<file path="src/rtl/cec_rx_pkg.sv">
package cec_rx_pkg;

    localparam int CFG_N      = 16;
    localparam int CFG_SEL_W  = $clog2(CFG_N);
    localparam int TIME_N     = CFG_N - 1;
    localparam int BLOCK_BITS = 10;
    localparam int DATA_BITS  = 8;

    typedef enum logic [3:0] {
        CFG_SLO_MIN  = 4'd0,
        CFG_SLO_MAX  = 4'd1,
        CFG_SHI_MIN  = 4'd2,
        CFG_SHI_MAX  = 4'd3,
        CFG_STOT_MIN = 4'd4,
        CFG_STOT_MAX = 4'd5,
        CFG_ONE_MIN  = 4'd6,
        CFG_ONE_MAX  = 4'd7,
        CFG_ZERO_MIN = 4'd8,
        CFG_ZERO_MAX = 4'd9,
        CFG_BIT_MIN  = 4'd10,
        CFG_HIGH_MAX = 4'd11,
        CFG_SAMPLE   = 4'd12,
        CFG_ACK_LEN  = 4'd13,
        CFG_ERR_LOW  = 4'd14,
        CFG_LADDR    = 4'd15
    } cfg_idx_e;

    typedef enum logic [1:0] {
        RX_HUNT       = 2'd0,
        RX_START_HIGH = 2'd1,
        RX_DATA       = 2'd2
    } rx_state_e;

    typedef struct packed {
        logic [DATA_BITS-1:0] data;
        logic                 eom;
        logic                 ack;
    } rx_block_t;

    // Nominal limits in 32768 Hz ticks, rounded to the nearest tick.
    function automatic logic [7:0] cfg_default(input cfg_idx_e idx);
        case (idx)
            CFG_SLO_MIN:  return 8'd115;
            CFG_SLO_MAX:  return 8'd128;
            CFG_SHI_MIN:  return 8'd20;
            CFG_SHI_MAX:  return 8'd33;
            CFG_STOT_MIN: return 8'd141;
            CFG_STOT_MAX: return 8'd154;
            CFG_ONE_MIN:  return 8'd13;
            CFG_ONE_MAX:  return 8'd26;
            CFG_ZERO_MIN: return 8'd43;
            CFG_ZERO_MAX: return 8'd56;
            CFG_BIT_MIN:  return 8'd67;
            CFG_HIGH_MAX: return 8'd92;
            CFG_SAMPLE:   return 8'd34;
            CFG_ACK_LEN:  return 8'd49;
            CFG_ERR_LOW:  return 8'd111;
            default:      return 8'd0;
        endcase
    endfunction

endpackage

</file>
<file path="src/rtl/cec_line_filter.sv">
module cec_line_filter #(
    parameter int SYNC_STAGES = 2,
    parameter int FILT_TAPS   = 3
) (
    input  logic clk,
    input  logic rst,
    input  logic line_in,
    output logic line_f
);
    logic [SYNC_STAGES-1:0] sync_q;
    logic [FILT_TAPS-1:0]   hist_q;

    always_ff @(posedge clk) begin
        if (rst) begin
            sync_q <= '1;
            hist_q <= '1;
            line_f <= 1'b1;
        end else begin
            sync_q <= {sync_q[SYNC_STAGES-2:0], line_in};
            hist_q <= {hist_q[FILT_TAPS-2:0], sync_q[SYNC_STAGES-1]};
            if (&hist_q)
                line_f <= 1'b1;
            else if (~|hist_q)
                line_f <= 1'b0;
        end
    end
endmodule

</file>
<file path="src/rtl/cec_pulse_meter.sv">
module cec_pulse_meter #(
    parameter int TW = 8
) (
    input  logic          clk,
    input  logic          rst,
    input  logic          tick,
    input  logic          line_f,
    output logic          fall_ev,
    output logic          rise_ev,
    output logic [TW-1:0] since_fall,
    output logic [TW-1:0] since_rise
);
    localparam logic [TW-1:0] SAT = '1;
    logic prev_q;

    assign fall_ev = prev_q & ~line_f;
    assign rise_ev = ~prev_q & line_f;

    always_ff @(posedge clk) begin
        if (rst) begin
            prev_q     <= 1'b1;
            since_fall <= SAT;
            since_rise <= SAT;
        end else begin
            prev_q <= line_f;
            if (fall_ev)
                since_fall <= TW'(tick);
            else if (since_fall != SAT)
                since_fall <= since_fall + TW'(tick);
            if (rise_ev)
                since_rise <= TW'(tick);
            else if (since_rise != SAT)
                since_rise <= since_rise + TW'(tick);
        end
    end
endmodule

</file>
<file path="src/rtl/cec_rx_cfg_regs.sv">
module cec_rx_cfg_regs
    import cec_rx_pkg::*;
#(
    parameter int TW = 8
) (
    input  logic                       clk,
    input  logic                       rst,
    input  logic                       we,
    input  logic [CFG_SEL_W-1:0]       sel,
    input  logic [TW-1:0]              wdata,
    output logic [TIME_N-1:0][TW-1:0]  lim_q,
    output logic [3:0]                 la_addr,
    output logic                       la_valid
);
    always_ff @(posedge clk) begin
        if (rst) begin
            for (int i = 0; i < TIME_N; i++)
                lim_q[i] <= TW'(cfg_default(cfg_idx_e'(i)));
            la_addr  <= 4'd0;
            la_valid <= 1'b0;
        end else if (we) begin
            for (int i = 0; i < TIME_N; i++)
                if (sel == CFG_SEL_W'(i))
                    lim_q[i] <= wdata;
            if (sel == CFG_LADDR) begin
                la_addr  <= wdata[3:0];
                la_valid <= wdata[4];
            end
        end
    end
endmodule

</file>
<file path="src/rtl/cec_bit_receiver.sv">
module cec_bit_receiver
    import cec_rx_pkg::*;
#(
    parameter int TW = 8
) (
    input  logic                 clk,
    input  logic                 rst,
    input  logic                 tick,
    input  logic                 line_in,
    input  logic                 cfg_we,
    input  logic [3:0]           cfg_sel,
    input  logic [TW-1:0]        cfg_wdata,
    output logic                 drive_low,
    output logic                 rx_valid,
    output logic [7:0]           rx_byte,
    output logic                 rx_eom,
    output logic                 rx_ack,
    output logic                 frame_done,
    output logic                 frame_err
);
    logic                      line_f, fall_ev, rise_ev;
    logic [TW-1:0]             since_fall, since_rise;
    logic [TIME_N-1:0][TW-1:0] lim;
    logic [3:0]                la_addr;
    logic                      la_valid;

    cec_line_filter u_filter (.clk(clk), .rst(rst), .line_in(line_in), .line_f(line_f));

    cec_pulse_meter #(.TW(TW)) u_meter (
        .clk(clk), .rst(rst), .tick(tick), .line_f(line_f),
        .fall_ev(fall_ev), .rise_ev(rise_ev),
        .since_fall(since_fall), .since_rise(since_rise));

    cec_rx_cfg_regs #(.TW(TW)) u_regs (
        .clk(clk), .rst(rst), .we(cfg_we), .sel(cfg_sel), .wdata(cfg_wdata),
        .lim_q(lim), .la_addr(la_addr), .la_valid(la_valid));

    function automatic logic in_win(input logic [TW-1:0] v, input logic [TW-1:0] lo,
                                    input logic [TW-1:0] hi);
        return (v >= lo) && (v <= hi);
    endfunction

    rx_state_e            state_q;
    logic [3:0]           bitpos_q;
    logic [DATA_BITS-1:0] shift_q;
    logic                 eom_q, bitval_q, addressed_q, header_q, ack_active_q;
    logic [TW-1:0]        low_q;
    rx_block_t            blk_q;
    logic                 valid_q, done_q, err_q;

    logic [TW-1:0] high_len;
    logic          bit_ok, start_ok, data_fail;

    assign high_len = since_fall - low_q;
    assign bit_ok   = bitval_q ? in_win(since_fall, lim[CFG_ONE_MIN], lim[CFG_ONE_MAX])
                               : in_win(since_fall, lim[CFG_ZERO_MIN], lim[CFG_ZERO_MAX]);
    assign start_ok = in_win(high_len, lim[CFG_SHI_MIN], lim[CFG_SHI_MAX]) &&
                      in_win(since_fall, lim[CFG_STOT_MIN], lim[CFG_STOT_MAX]);
    assign data_fail = (state_q == RX_DATA) &&
                       ((fall_ev && since_fall < lim[CFG_BIT_MIN]) ||
                        (rise_ev && (since_fall >= lim[CFG_ERR_LOW] || !bit_ok)) ||
                        (line_f && !rise_ev && since_rise > lim[CFG_HIGH_MAX]));

    always_ff @(posedge clk) begin
        if (rst) begin
            state_q      <= RX_HUNT;
            bitpos_q     <= '0;
            shift_q      <= '0;
            eom_q        <= 1'b0;
            bitval_q     <= 1'b1;
            addressed_q  <= 1'b0;
            header_q     <= 1'b0;
            ack_active_q <= 1'b0;
            low_q        <= '0;
            blk_q        <= '0;
            valid_q      <= 1'b0;
            done_q       <= 1'b0;
            err_q        <= 1'b0;
        end else begin
            valid_q <= 1'b0;
            done_q  <= 1'b0;
            err_q   <= 1'b0;
            if (ack_active_q && since_fall >= lim[CFG_ACK_LEN])
                ack_active_q <= 1'b0;
            case (state_q)
                RX_HUNT: begin
                    if (rise_ev && in_win(since_fall, lim[CFG_SLO_MIN], lim[CFG_SLO_MAX])) begin
                        low_q   <= since_fall;
                        state_q <= RX_START_HIGH;
                    end
                end
                RX_START_HIGH: begin
                    if (fall_ev) begin
                        if (start_ok) begin
                            state_q     <= RX_DATA;
                            bitpos_q    <= '0;
                            header_q    <= 1'b1;
                            addressed_q <= 1'b0;
                            bitval_q    <= 1'b1;
                        end else begin
                            state_q <= RX_HUNT;
                        end
                    end else if (line_f && since_rise > lim[CFG_SHI_MAX]) begin
                        state_q <= RX_HUNT;
                    end
                end
                RX_DATA: begin
                    if (data_fail) begin
                        err_q        <= 1'b1;
                        ack_active_q <= 1'b0;
                        state_q      <= RX_HUNT;
                    end else if (fall_ev) begin
                        bitval_q <= 1'b1;
                        if (bitpos_q == 4'(BLOCK_BITS - 1) && addressed_q && la_valid)
                            ack_active_q <= 1'b1;
                    end else if (!line_f && since_fall == lim[CFG_SAMPLE]) begin
                        bitval_q <= 1'b0;
                    end else if (rise_ev) begin
                        if (bitpos_q < 4'(DATA_BITS)) begin
                            shift_q <= {shift_q[DATA_BITS-2:0], bitval_q};
                            if (header_q && bitpos_q == 4'(DATA_BITS - 1))
                                addressed_q <= la_valid && ({shift_q[2:0], bitval_q} == la_addr);
                        end else if (bitpos_q == 4'(DATA_BITS)) begin
                            eom_q <= bitval_q;
                        end else begin
                            blk_q    <= '{data: shift_q, eom: eom_q, ack: bitval_q};
                            valid_q  <= 1'b1;
                            header_q <= 1'b0;
                            if (eom_q) begin
                                done_q  <= 1'b1;
                                state_q <= RX_HUNT;
                            end
                        end
                        bitpos_q <= (bitpos_q == 4'(BLOCK_BITS - 1)) ? 4'd0 : bitpos_q + 4'd1;
                    end
                end
                default: state_q <= RX_HUNT;
            endcase
        end
    end

    assign drive_low  = ack_active_q && (since_fall < lim[CFG_ACK_LEN]);
    assign rx_valid   = valid_q;
    assign rx_byte    = blk_q.data;
    assign rx_eom     = blk_q.eom;
    assign rx_ack     = blk_q.ack;
    assign frame_done = done_q;
    assign frame_err  = err_q;
endmodule

</file>
<file path="config.mk">
export PLATFORM = sky130hd
export DESIGN_NAME = cec_bit_receiver
export DESIGN_NICKNAME = d
export VERILOG_FILES = /design/src/rtl/cec_rx_pkg.sv /design/src/rtl/cec_line_filter.sv /design/src/rtl/cec_pulse_meter.sv /design/src/rtl/cec_rx_cfg_regs.sv /design/src/rtl/cec_bit_receiver.sv
export SDC_FILE = /design/constraint.sdc
export NUM_CORES = 1
export LEC_CHECK = 0
export ABC_AREA = 1
export CAP_MARGIN = 20
export CORE_MARGIN = 4
export CORE_UTILIZATION = 60
export CTS_CLUSTER_SIZE = 8
export DETAILED_ROUTE_END_ITERATION = 12
export PLACE_DENSITY = 0.78
export SLEW_MARGIN = 10
export SYNTH_ARGS = -nofsm -noshare
export SYNTH_HDL_FRONTEND = slang
export SYNTH_SLANG_ARGS = --single-unit
</file>
<file path="constraint.sdc">
create_clock -name clk -period 4.15 [get_ports clk]
set_clock_uncertainty 0.05 [all_clocks]
set_input_delay 0.83 -clock clk [delete_from_list [all_inputs] [get_ports clk]]
set_output_delay 0.83 -clock clk [all_outputs]
set_load 0.01 [all_outputs]
</file>
==> flow_metrics.py <==
metrics = {
    "synth": {
        "ys_ff_latch": 188,
        "synth_edf_count": 0,
        "yosysSeqAreaShare_pct": 36.7,
        "syn_inst": 1361,
        "netlist_area_sq_mm": 0.0102,
        "ys_types": 45,
        "async_reset_ff_share_pct": 0,
        "synth_nets": 1512,
        "synth_area_per_cell_sq_um": 7.53,
        "yosysWarningCount": 0,
        "synth_ff_type": "dfxtp_1",
    },
    "power_and_ir_drop": {
        "seq_power_share_pct": 33.9,
        "pwr-share-comb_pct": 39.8,
        "p_int_uw": 3740,
        "switchingPower_uw": 2280,
        "swShare_pct": 37.9,
        "clock_power_share_pct": 26.3,
        "power_density_mw_per_mm2": 530,
        "p_leak_uw": 0.00515,
        "vdd_ir_drop_max_uv": 393,
    },
    "final_layout": {
        "layout.cells.non_filler": 1615,
        "fin_nets": 1534,
        "most-common-layout-cells": "nand2_1, inv_1, dfxtp_1",
        "antenna_cells": 0,
        "drive_gt1_share_pct": 5.30,
        "final_common_cell": "nand2_1",
        "final_util_pct": 68.3,
        "fin_area_sq_mm": 0.0114,
        "syn2layout_area_growth_pct": 10.9,
    },
    "clocking": {
        "htreeDepth": 4,
        "path_clk_slew_ns": 0.07,
        "clock-root-buffer": "clkbuf_16",
        "cts_setup_buffers": 0,
        "cts_resized": 0,
        "cts.path.max_buffers": 2,
        "clock-sinks": 188,
        "tritoncts": "built",
        "cts_inserted_buffers": 17,
        "hold_buffers": 0,
        "clock_latency_ns": 0.43,
    },
    "grt": {
        "grt_usage_pct": 25.7,
        "antenna_found_initial": 0,
        "grt_overflow": 0,
        "grt_pass1_wl_um": 40800,
        "grt_pass1_vias": 8257,
        "grt_max_degree": 80,
    },
    "setup_path": {
        "max_stage_delay_ns": 0.69,
        "worstPathMaxFanout": 10,
        "crit_arrival_ns": 2.65,
        "worstSetupEndpointType": "output port",
        "critPathLaunchType": "flop",
        "critPathTopFamily": "flip-flops",
        "critPathRequiredTime_ns": 3.27,
        "ff2ff_setup_slack_ns": 0.68,
        "crit_buf_inv": 1,
        "slowest_stage": "dfxtp_1",
        "crit_chain": "ha_1 > nand4_1 > a21oi_1 > a311oi_1 > clkdlybuf4s50_1",
        "crit_type": "flop to output port",
    },
    "placement": {
        "gp_congestion": 0.878,
        "dp_cells": 1584,
        "io_buffers": 30,
        "post-dp-hpwl_um": 16900,
        "dp_slack_ns": 0.745,
        "placed_cell_area_sq_mm": 0.0108,
    },
    "sta": {
        "post-route-worst-setup-slack_ns": 0.624,
        "maxSlewViolCount": 0,
        "tns_ns": 0,
        "min_period_ns": 3.53,
        "slew_headroom_pct": 27.3,
        "finalSetupViolCount": 0,
        "rsz0062_at_grt": "no",
        "tightest_slew_ns": 1.09,
        "hold_viol": 0,
        "max_freq_mhz": 284,
        "min_period_over_period_pct": 85.0,
    },
    "flow_run": {
        "maxCapViolations": 0,
    },
    "drt": {
        "drc": 0,
        "num_vias": 8940,
        "routed_wl_um": 24800,
        "ant_nets": 0,
        "drt_first_pass_iters": 5,
        "drt_iter0_markers": 564,
        "viasPerCell": 5.54,
        "wl_per_cell_um": 15.4,
    },
    "run_status": {
        "status": "finished clean",
    },
    "floorplan": {
        "die_area_sq_mm": 0.0192,
        "ioPinCount": 31,
        "rows": 47,
        "die_y_um": 139,
        "core-area_sq_mm": 0.0166,
        "die_w_um": 139,
        "initial_core_util_pct": 61.6,
    },
    "min_path": {
        "holdCritPathClass": "flop to flop",
    },
}
==> registers in the layout, indices dropped and copies added, names as in the netlist, 2 cells and up <==
signal / cells
state_q: 2
u_regs.la_addr: 4
rx_byte: 8
u_filter.sync_q: 2
shift_q: 8
u_regs.lim_q: 120
bitpos_q: 4
u_meter.since_fall: 8
u_filter.hist_q: 3
low_q: 8
u_meter.since_rise: 8
==> cell families (layout without fill, tap and decap cells) <==
logic type               count (synthesis)  after routing  synth area share (%)
AO/OA/AOI/OAI                          335            335                  18.0
XOR/XNOR                                10             10                 0.855
adder cells (fa/ha/maj)                134            134                  16.4
buffers and inverters                  253            287                  9.37
flip-flops                             188            188                  36.7
AND/OR/NAND/NOR                        441            441                  18.6
==> worst register-to-register path, stage by stage, from the launching register on <==
cell and delay [ns]:
dfxtp_1 0.31, buf_4 0.18, ha_1 0.29, nand3_1 0.07, nand2_1 0.11, a21oi_1 0.07, o21ai_0 0.25, a21o_1 0.16
a21oi_1 0.06, xor2_1 0.16, ha_1 0.30, nand2_1 0.08, nor2_1 0.16, nand4_1 0.10, o2111ai_1 0.11, nand4_1 0.20
nand2_1 0.24, nand3_2 0.18, o21ai_0 0.21, nor2_1 0.05
==> Yosys cell counts, types with 12 or more instances <==
master    number  area (sq um)
nor3_1        12          60.1
nor2_1        99           372
inv_1        205           769
clkbuf_1      40           150
nand4_1       21           131
o211ai_1      36           270
nand3_1       56           280
o21ai_0      123           616
dfxtp_1      188          3760
a21oi_1      143           716
ha_1         133          1660
nand2_1      225           845
==> metrics by stage <==
stage	total power, uW	hold slack, ns
2_1_floorplan	3760	0.339
3_3_place_gp	4340	0.344
3_5_place_dp	4430	0.346
4_1_cts	6020	0.366
5_1_grt	6500	0.392
6_report	6020	0.362
==> power by group through the flow <==
stage / Clock [uW] / Sequential, uW / Combinational [uW]
global route: 1680 / 2060 / 2760
floorplan: 0 / 2130 / 1640
CTS: 1600 / 2040 / 2370
finish: 1580 / 2040 / 2390
detailed placement: 0 / 2080 / 2350
global placement: 0 / 2080 / 2260
==> path summary, 6_finish.rpt <==
path                                                      end  cells after the start                                from
worst max-delay path                                drive_low                      5  u_meter.since_fall[5]$_SDFFE_PP1P_
worst min-delay path            u_filter.sync_q[1]$_SDFF_PP1_                      1       u_filter.sync_q[0]$_SDFF_PP1_
worst max register to register       bitpos_q[3]$_SDFFE_PP0P_                     19  u_meter.since_fall[1]$_SDFFE_PP1P_
worst min register to register  u_filter.sync_q[1]$_SDFF_PP1_                      1       u_filter.sync_q[0]$_SDFF_PP1_
==> metal layers <==
metal  wire length (um)  vias up  track usage [%]
met1              11500     4114             34.9
met3               1180       42             3.17
met4                486        0             7.72
met2              11600      212             43.3
met5                  0        -                0
li1                   -     4572                -
==> layout make-up <==
cell class,count,area [sq um]
Timing Repair Buffer,47,440
Clock inverter,9,86.3
Inverter,209,787
Clock buffer,22,484
Sequential cell,188,3760
Multi-Input combinational cell,920,5520
Tap cell,220,275
Fill cell,1410,5280
(Power assumes the default switching activity.)
